--- src/rtl/wlock_pkg.sv ---
package wlock_pkg;
   localparam int KEY_W = 32;
   localparam logic [KEY_W-1:0] MAGIC_A = 32'h83E7_0B13;
   localparam logic [KEY_W-1:0] MAGIC_B = 32'h95A4_F1E0;

   function automatic int step_width(input int n_keys);
      return $clog2(n_keys + 1);
   endfunction
endpackage

--- src/rtl/wlock_addr_decode.sv ---
module wlock_addr_decode #(
   parameter int ADDR_W = 8,
   parameter int NUM_KEYS = 2,
   parameter logic [ADDR_W-1:0] PROT_BASE = '0,
   parameter logic [ADDR_W-1:0] PROT_LIMIT = 8'h60,
   parameter logic [NUM_KEYS*ADDR_W-1:0] KEY_ADDRS = {8'h70, 8'h6C}
) (
   input  logic                clk,
   input  logic                rst_n,
   input  logic [ADDR_W-1:0]   addr,
   output logic [NUM_KEYS-1:0] key_hit,
   output logic                prot_hit
);
   for (genvar i = 0; i < NUM_KEYS; i++) begin : g_key
      assign key_hit[i] = (addr == KEY_ADDRS[i*ADDR_W +: ADDR_W]);
   end

   if (PROT_BASE == '0) begin : g_zero_base
      assign prot_hit = (addr < PROT_LIMIT);
   end else begin : g_offset_base
      assign prot_hit = (addr >= PROT_BASE) && (addr < PROT_LIMIT);
   end

   // key addresses are distinct and never inside the window
   assert_key_decode_R7: assert property (@(posedge clk) disable iff (!rst_n)
      $onehot0(key_hit) && !(prot_hit && (|key_hit)));
endmodule

--- src/rtl/wlock_key_seq.sv ---
module wlock_key_seq
   import wlock_pkg::*;
#(
   parameter int NUM_KEYS = 2,
   parameter logic [NUM_KEYS*KEY_W-1:0] KEY_VALUES = {MAGIC_B, MAGIC_A}
) (
   input  logic                clk,
   input  logic                rst_n,
   input  logic                wr_en,
   input  logic [NUM_KEYS-1:0] key_hit,
   input  logic [KEY_W-1:0]    wr_data,
   output logic                unlocked
);
   localparam int STEP_W = step_width(NUM_KEYS);
   localparam logic [STEP_W-1:0] OPEN_STEP = STEP_W'(NUM_KEYS);

   logic [STEP_W-1:0]   step_q, step_d;
   logic [NUM_KEYS-1:0] match;

   for (genvar i = 0; i < NUM_KEYS; i++) begin : g_match
      assign match[i] = (wr_data == KEY_VALUES[i*KEY_W +: KEY_W]);
   end

   always_comb begin
      step_d = step_q;
      for (int i = 0; i < NUM_KEYS; i++) begin
         if (wr_en && key_hit[i]) begin
            if (match[i] && i == 0)
               step_d = STEP_W'(1);
            else if (match[i] && step_q == STEP_W'(i))
               step_d = STEP_W'(i + 1);
            else
               step_d = '0;
         end
      end
   end

   always_ff @(posedge clk) begin
      if (!rst_n) step_q <= '0;
      else        step_q <= step_d;
   end

   assign unlocked = (step_q == OPEN_STEP);

   // any mismatching key write closes the gate
   assert_bad_key_locks_R6: assert property (@(posedge clk) disable iff (!rst_n)
      (wr_en && |(key_hit & ~match)) |=> !unlocked);
   // the gate only opens right after a matching last key
   assert_open_after_last_key_R4: assert property (@(posedge clk) disable iff (!rst_n)
      $rose(unlocked) |-> $past(wr_en && key_hit[NUM_KEYS-1] && match[NUM_KEYS-1]));
   // non-key traffic leaves the sequence alone
   assert_other_writes_keep_state_R9: assert property (@(posedge clk) disable iff (!rst_n)
      !(wr_en && |key_hit) |=> $stable(step_q));
endmodule

--- src/rtl/reg_write_lock.sv ---
module reg_write_lock
   import wlock_pkg::*;
#(
   parameter int ADDR_W = 8,
   parameter int NUM_KEYS = 2,
   parameter logic [ADDR_W-1:0] PROT_BASE = '0,
   parameter logic [ADDR_W-1:0] PROT_LIMIT = 8'h60,
   parameter logic [NUM_KEYS*ADDR_W-1:0] KEY_ADDRS = {8'h70, 8'h6C},
   parameter logic [NUM_KEYS*KEY_W-1:0] KEY_VALUES = {MAGIC_B, MAGIC_A}
) (
   input  logic              clk,
   input  logic              rst_n,
   input  logic              wr_en,
   input  logic [ADDR_W-1:0] wr_addr,
   input  logic [KEY_W-1:0]  wr_data,
   output logic              wr_en_q,
   output logic              unlocked
);
   if (NUM_KEYS < 1) begin : g_bad_keys
      $error("reg_write_lock: NUM_KEYS must be at least 1");
   end
   if (ADDR_W < 2) begin : g_bad_addr
      $error("reg_write_lock: ADDR_W too small");
   end
   if (PROT_LIMIT <= PROT_BASE) begin : g_bad_window
      $error("reg_write_lock: empty protected window");
   end

   logic [NUM_KEYS-1:0] key_hit;
   logic                prot_hit;

   wlock_addr_decode #(
      .ADDR_W(ADDR_W), .NUM_KEYS(NUM_KEYS), .PROT_BASE(PROT_BASE),
      .PROT_LIMIT(PROT_LIMIT), .KEY_ADDRS(KEY_ADDRS)
   ) u_dec (
      .clk(clk), .rst_n(rst_n), .addr(wr_addr),
      .key_hit(key_hit), .prot_hit(prot_hit)
   );

   wlock_key_seq #(
      .NUM_KEYS(NUM_KEYS), .KEY_VALUES(KEY_VALUES)
   ) u_seq (
      .clk(clk), .rst_n(rst_n), .wr_en(wr_en), .key_hit(key_hit),
      .wr_data(wr_data), .unlocked(unlocked)
   );

   assign wr_en_q = wr_en && (!prot_hit || unlocked);

   // reset leaves the gate locked
   assert_reset_locked_R1: assert property (@(posedge clk)
      !rst_n |=> !unlocked);
   // protected writes are dropped while locked
   assert_drop_when_locked_R2: assert property (@(posedge clk) disable iff (!rst_n)
      (wr_en && prot_hit && !unlocked) |-> !wr_en_q);
   // writes outside the window always pass
   assert_pass_outside_R3: assert property (@(posedge clk) disable iff (!rst_n)
      (wr_en && !prot_hit) |-> wr_en_q);
   // no enable without a strobe
   assert_no_spurious_we_R10: assert property (@(posedge clk) disable iff (!rst_n)
      !wr_en |-> !wr_en_q);
endmodule

--- config.mk ---
export PLATFORM = sky130hd
export DESIGN_NAME = reg_write_lock
export DESIGN_NICKNAME = d
export VERILOG_FILES = /design/src/rtl/wlock_pkg.sv /design/src/rtl/wlock_addr_decode.sv /design/src/rtl/wlock_key_seq.sv /design/src/rtl/reg_write_lock.sv
export SDC_FILE = /design/constraint.sdc
export NUM_CORES = 1
export LEC_CHECK = 0
export ABC_AREA = 1
export BUFFER_PORTS_ARGS = -buffer_cell sky130_fd_sc_hd__buf_4
export CAP_MARGIN = 20
export CORE_MARGIN = 2
export CORE_UTILIZATION = 36
export CTS_CLUSTER_DIAMETER = 120
export DETAILED_ROUTE_END_ITERATION = 7
export HOLD_SLACK_MARGIN = 0.06
export PLACE_DENSITY = 0.75
export SLEW_MARGIN = 20
export SYNTH_ARGS = -nofsm -noshare
export SYNTH_HDL_FRONTEND = slang
export SYNTH_SLANG_ARGS = --single-unit
--- constraint.sdc ---
create_clock -name clk -period 1 [get_ports clk]
set_input_delay 0.2 -clock clk [delete_from_list [all_inputs] [get_ports clk]]
set_output_delay 0.2 -clock clk [all_outputs]
set_load 0.01 [all_outputs]
# ---- Yosys cells after proc, flatten, opt, wreduce, memory -nomap -nowiden
# Index checks and enable logic that the tools add are counted.
dict set report totals {
  reg_bits 2
  latchBits 0
  ram_bits 0
  mem_bits_ro 0
  in_bits 43
  output_inout_bits 2
  word_cells 22
  mem_count 0
}
dict set report op_classes {
  n_addsub 0
  multipliers 0
  n_div 0
  order_cmp 1
  eq_ne 6
  shift 0
  n_mux 5
  bitwise 0
  n_reduce_logical 9
}
# cell count
set op_table {}
lappend op_table {{$eq A32 B32 Y1 const B} 2}
lappend op_table {{$eq A8 B7 Y1 const B} 2}
lappend op_table {{$lt A8 B7 Y1 const B} 1}
lappend op_table {{$mux W2} 4}
lappend op_table {{$logic_and A1 B1 Y1} 5}
lappend op_table {{$eq A2 B1 Y1 const B} 1}
lappend op_table {{$eq A2 B2 Y1 const B} 1}
lappend op_table {{$logic_not A2 Y1} 1}
lappend op_table {{$reduce_bool A2 Y1} 1}
lappend op_table {{$logic_not A1 Y1} 1}
lappend op_table {{$logic_or A1 B1 Y1} 1}
lappend op_table {{$mux W1} 1}

# ---- Logic depth before layout (Yosys ltp)
dict set report depth {
  word_depth 6
  depth_mapped 8
}

# ---- Hierarchy
# From an unflattened synthesis, not the netlist that was laid out.
dict set report unflattened {
  hier_cells 110
  hier_area_um2 470.5
}
# mod instances cells_per_inst area_each_um2
set by_module_without_submodules {}
lappend by_module_without_submodules {wlock_key_seq 1 91 392.9}
lappend by_module_without_submodules {wlock_addr_decode 1 16 61.3}
lappend by_module_without_submodules {reg_write_lock 1 3 16.3}

# ---- Least setup slack after synthesis
# Ideal clock, no wire load.
dict set report synth_path {
  path_kind {register -> register}
  start {register u_seq.step_q[0]}
  end {register u_seq.step_q[1]}
  setup_time_ns 0.066
  arrival_time_ns 0.807
  required_time_ns 0.934
  path_slack_ns 0.127
  stages_incl_launch_ff 9
  n_path_buf 0
  synth_period_minus_slack_ns 0.873
  cell_sequence {dfxtp_1 -> inv_1 -> nor2_1 -> nand2_1 -> nor2_1 -> nand2_1 -> nor2_1 -> nand2_1 -> a21oi_2}
}
dict set report synth_between {
  elab_chain_len 4
}
# element line_no
set synth_lines {}
lappend synth_lines {{start: declaration} wlock_key_seq.sv:17} ;# logic [STEP_W-1:0] step_q, step_d;
lappend synth_lines {{start signal: assignment} wlock_key_seq.sv:40} ;# else step_q <= step_d;
lappend synth_lines {{$eq A2 B1 Y1} wlock_key_seq.sv:30} ;# else if (match[i] && step_q == STEP_W'(i))
lappend synth_lines {{$logic_and A1 B1 Y1} wlock_key_seq.sv:30}
lappend synth_lines {{$mux W2} wlock_key_seq.sv:30}
lappend synth_lines {{$mux W2} wlock_key_seq.sv:27} ;# if (wr_en && key_hit[i]) begin
# Every way passes these cells.
# A chain may end at the register's enable or synchronous reset.

# ---- Final worst setup path
dict set report layout_path {
  start {register u_seq.step_q[0]}
  end {output port wr_en_q}
}
dict set report layout_between {
  elab_chain_len 3
}
# element line_no
set layout_lines {}
lappend layout_lines {{$eq A2 B2 Y1} wlock_key_seq.sv:43} ;# assign unlocked = (step_q == OPEN_STEP);
lappend layout_lines {{$logic_or A1 B1 Y1} reg_write_lock.sv:47} ;# assign wr_en_q = wr_en && (!prot_hit || unlocked);
lappend layout_lines {{$logic_and A1 B1 Y1} reg_write_lock.sv:47}
lappend layout_lines {{end: declaration} reg_write_lock.sv:16} ;# output logic wr_en_q,
# Every way passes these cells.

==> qor.csv <==
metric,value,unit
end_kind,output pin,
via_per_inst,4.29,
antenna_found_initial,0,
post_synth_num_cell_types,16,
p_leak,0.000521,uW
io_pins,45,
synthTopCellsByArea,"nand2_1, inv_1, nor2_1",
yosysTopAreaCell,nand2_1,
path_clk_slew,0.03,ns
place_inst,163,
gp_congestion,0.715,
hold_violations,0,
dp_hpwl,1230,um
seq_area,42.5,um^2
drc,0,
clock_latency,0.23,ns
synth.top_cell.area_share,0.254,
powerDensity,545,mW/mm^2
synth.most_common_cell,nand2_1,
drv_cap,0,
rsz0062_at_grt,true,
cts_tree,yes,
critPathArrivalTime,0.90,ns
ys_warn_count,0,
antenna_left,0,
top_register,u_seq.step_q,
syn_area_per_cell,4.69,um^2
finalMaxSlewViolations,0,
ys_ff_latch,2,
first_global_vias,598,
vias,717,
fin_tns_setup,-0.199,ns
core,0.00128,mm^2
cts_made_buffers,3,
fin_ws,-0.104,ns
drt_iter0_drc,6,
yosysSeqAreaShare,0.0821,
cts_sinks,2,
setup_violations,2,
syn-num-nets,147,
h-tree-depth,1,
cp-start-kind,flop,
die_w,40.8,um
clock_skew,0.000392,ns
stdcell_count,167,
tightest_slew,0.170,ns
top_regs,u_seq.step_q: 2 flops,
drt_first_pass_iters,2,
failed_checks,setup timing,
grt_max_degree,4,
fmax,906,MHz
nFillCells,131,
whs,0.231,ns
multi_input_area,342,um^2
grt_first_pass_wirelength,2060,um
synth_cells,104,
cts_buffer_depth,2,
die_area,0.00167,mm^2
min_from,rst_n,
num_rows,13,
largest_reg_flops,2,
yosys-top-cells-count,"nand2_1, inv_1, nor2_1",
utilization,0.682,
syn2layout_area_growth,79.5,%
gr-total-overflow,0,
start_util,0.380,
avgRoutedWirePerCell,7.91,um
die_y,40.8,um
syn-cell-area,488,um^2
r2r_start,u_seq.step_q[0],
period_minus_slack,1.10,ns
synth_top_flop_cell,dfxtp_1,
pre_cts_ws,0.00416,ns
grt.total_usage,0.183,
min_period_over_period,1.10,
diodes,0,
status,"complete, but fails checks",
hp-class,input pin to flop,
crit_required,0.80,ns
hold_buffers,0,
drive_above_1_share,0.421,
final_nets,197,
relSlewSlack,0.886,
placement.io_buffers,44,
worst_ir_drop_vdd,0.000369,V
synthArstFlopShare,0,
synth_edf_count,0,
cts-root-buf,clkbuf_4,
cp-startpoint,u_seq.step_q[0],
path_class,flop to output pin,
routed_wl,1320,um
crit_fanout,2,
## path summary, 6_finish.rpt
kind,endpoint,cells after the start,slack (ns)
max reg2reg,u_seq.step_q[1],8,0.02
min reg2reg,u_seq.step_q[0],2,0.50
min,u_seq.step_q[1],3,0.23
max,wr_en_q,4,-0.10
## power by group
group	switching, uW	internal, uW
clock network	47.8	132
registers	0.0000000000467	80.4
logic	81.9	135
## per-stage QoR
| step | cell area, um^2 | total power [uW] |
|---|---|---|
| 2_1_floorplan | 488 | 151 |
| 3_5_place_dp | 837 | 300 |
| 4_1_cts | 868 | 482 |
| 6_report | 876 | 477 |
| 3_3_place_gp | 837 | 293 |
| 5_1_grt | 876 | 511 |
## worst max-delay path: stages (launching register included)
cell and delay (ns):
dfxtp_2 0.31, inv_2 0.05, nand2_2 0.05, a31oi_1 0.12
buf_4 0.14
## layout by cell type (no fill, tap or decap)
cell	count
buf_6	1
or2_0	1
nor3_4	1
dfxtp_2	2
nand3_2	1
nand2_2	2
clkbuf_4	3
nand4_1	1
nand2_1	32
nor2_2	4
nor2_1	22
nand4_2	1
buf_4	44
nand3_1	4
inv_2	3
a21oi_2	2
nor2b_1	1
inv_1	26
a31oi_1	1
## cells by family after synthesis
| kind of cell | Yosys count | share of synthesized area |
|---|---|---|
| AOI/OAI and AO/OA | 3 | 0.0487 |
| buffers and inverters | 29 | 0.223 |
| DFF | 2 | 0.0821 |
| and+or+nand+nor | 70 | 0.646 |
## layout make-up
| class | count | share of cell area |
|---|---|---|
| Multi-Input combinational cell | 73 | 0.390 |
| Clock buffer | 3 | 0.0257 |
| Sequential cell | 2 | 0.0486 |
| Timing Repair Buffer | 45 | 0.390 |
| Inverter | 29 | 0.124 |
| Tap cell | 15 | 0.0214 |
## repair_timing
| action | in CTS | in global routing |
|---|---|---|
| pin swaps | 0 | 0 |
| buffers inserted | 0 | 1 |
| setup endpoints to repair | 2 | 3 |
| gates resized for setup | 5 | 1 |
## layer usage
layer  track usage  up-vias  part of all wire
li1              -      395                 -
met2         0.359       21              0.56
met3        0.0380        4             0.051
met1         0.181      297              0.37
met4        0.0750        0             0.011
met5             0        -                 0
No activity file was read; power rests on OpenSTA's default activity.
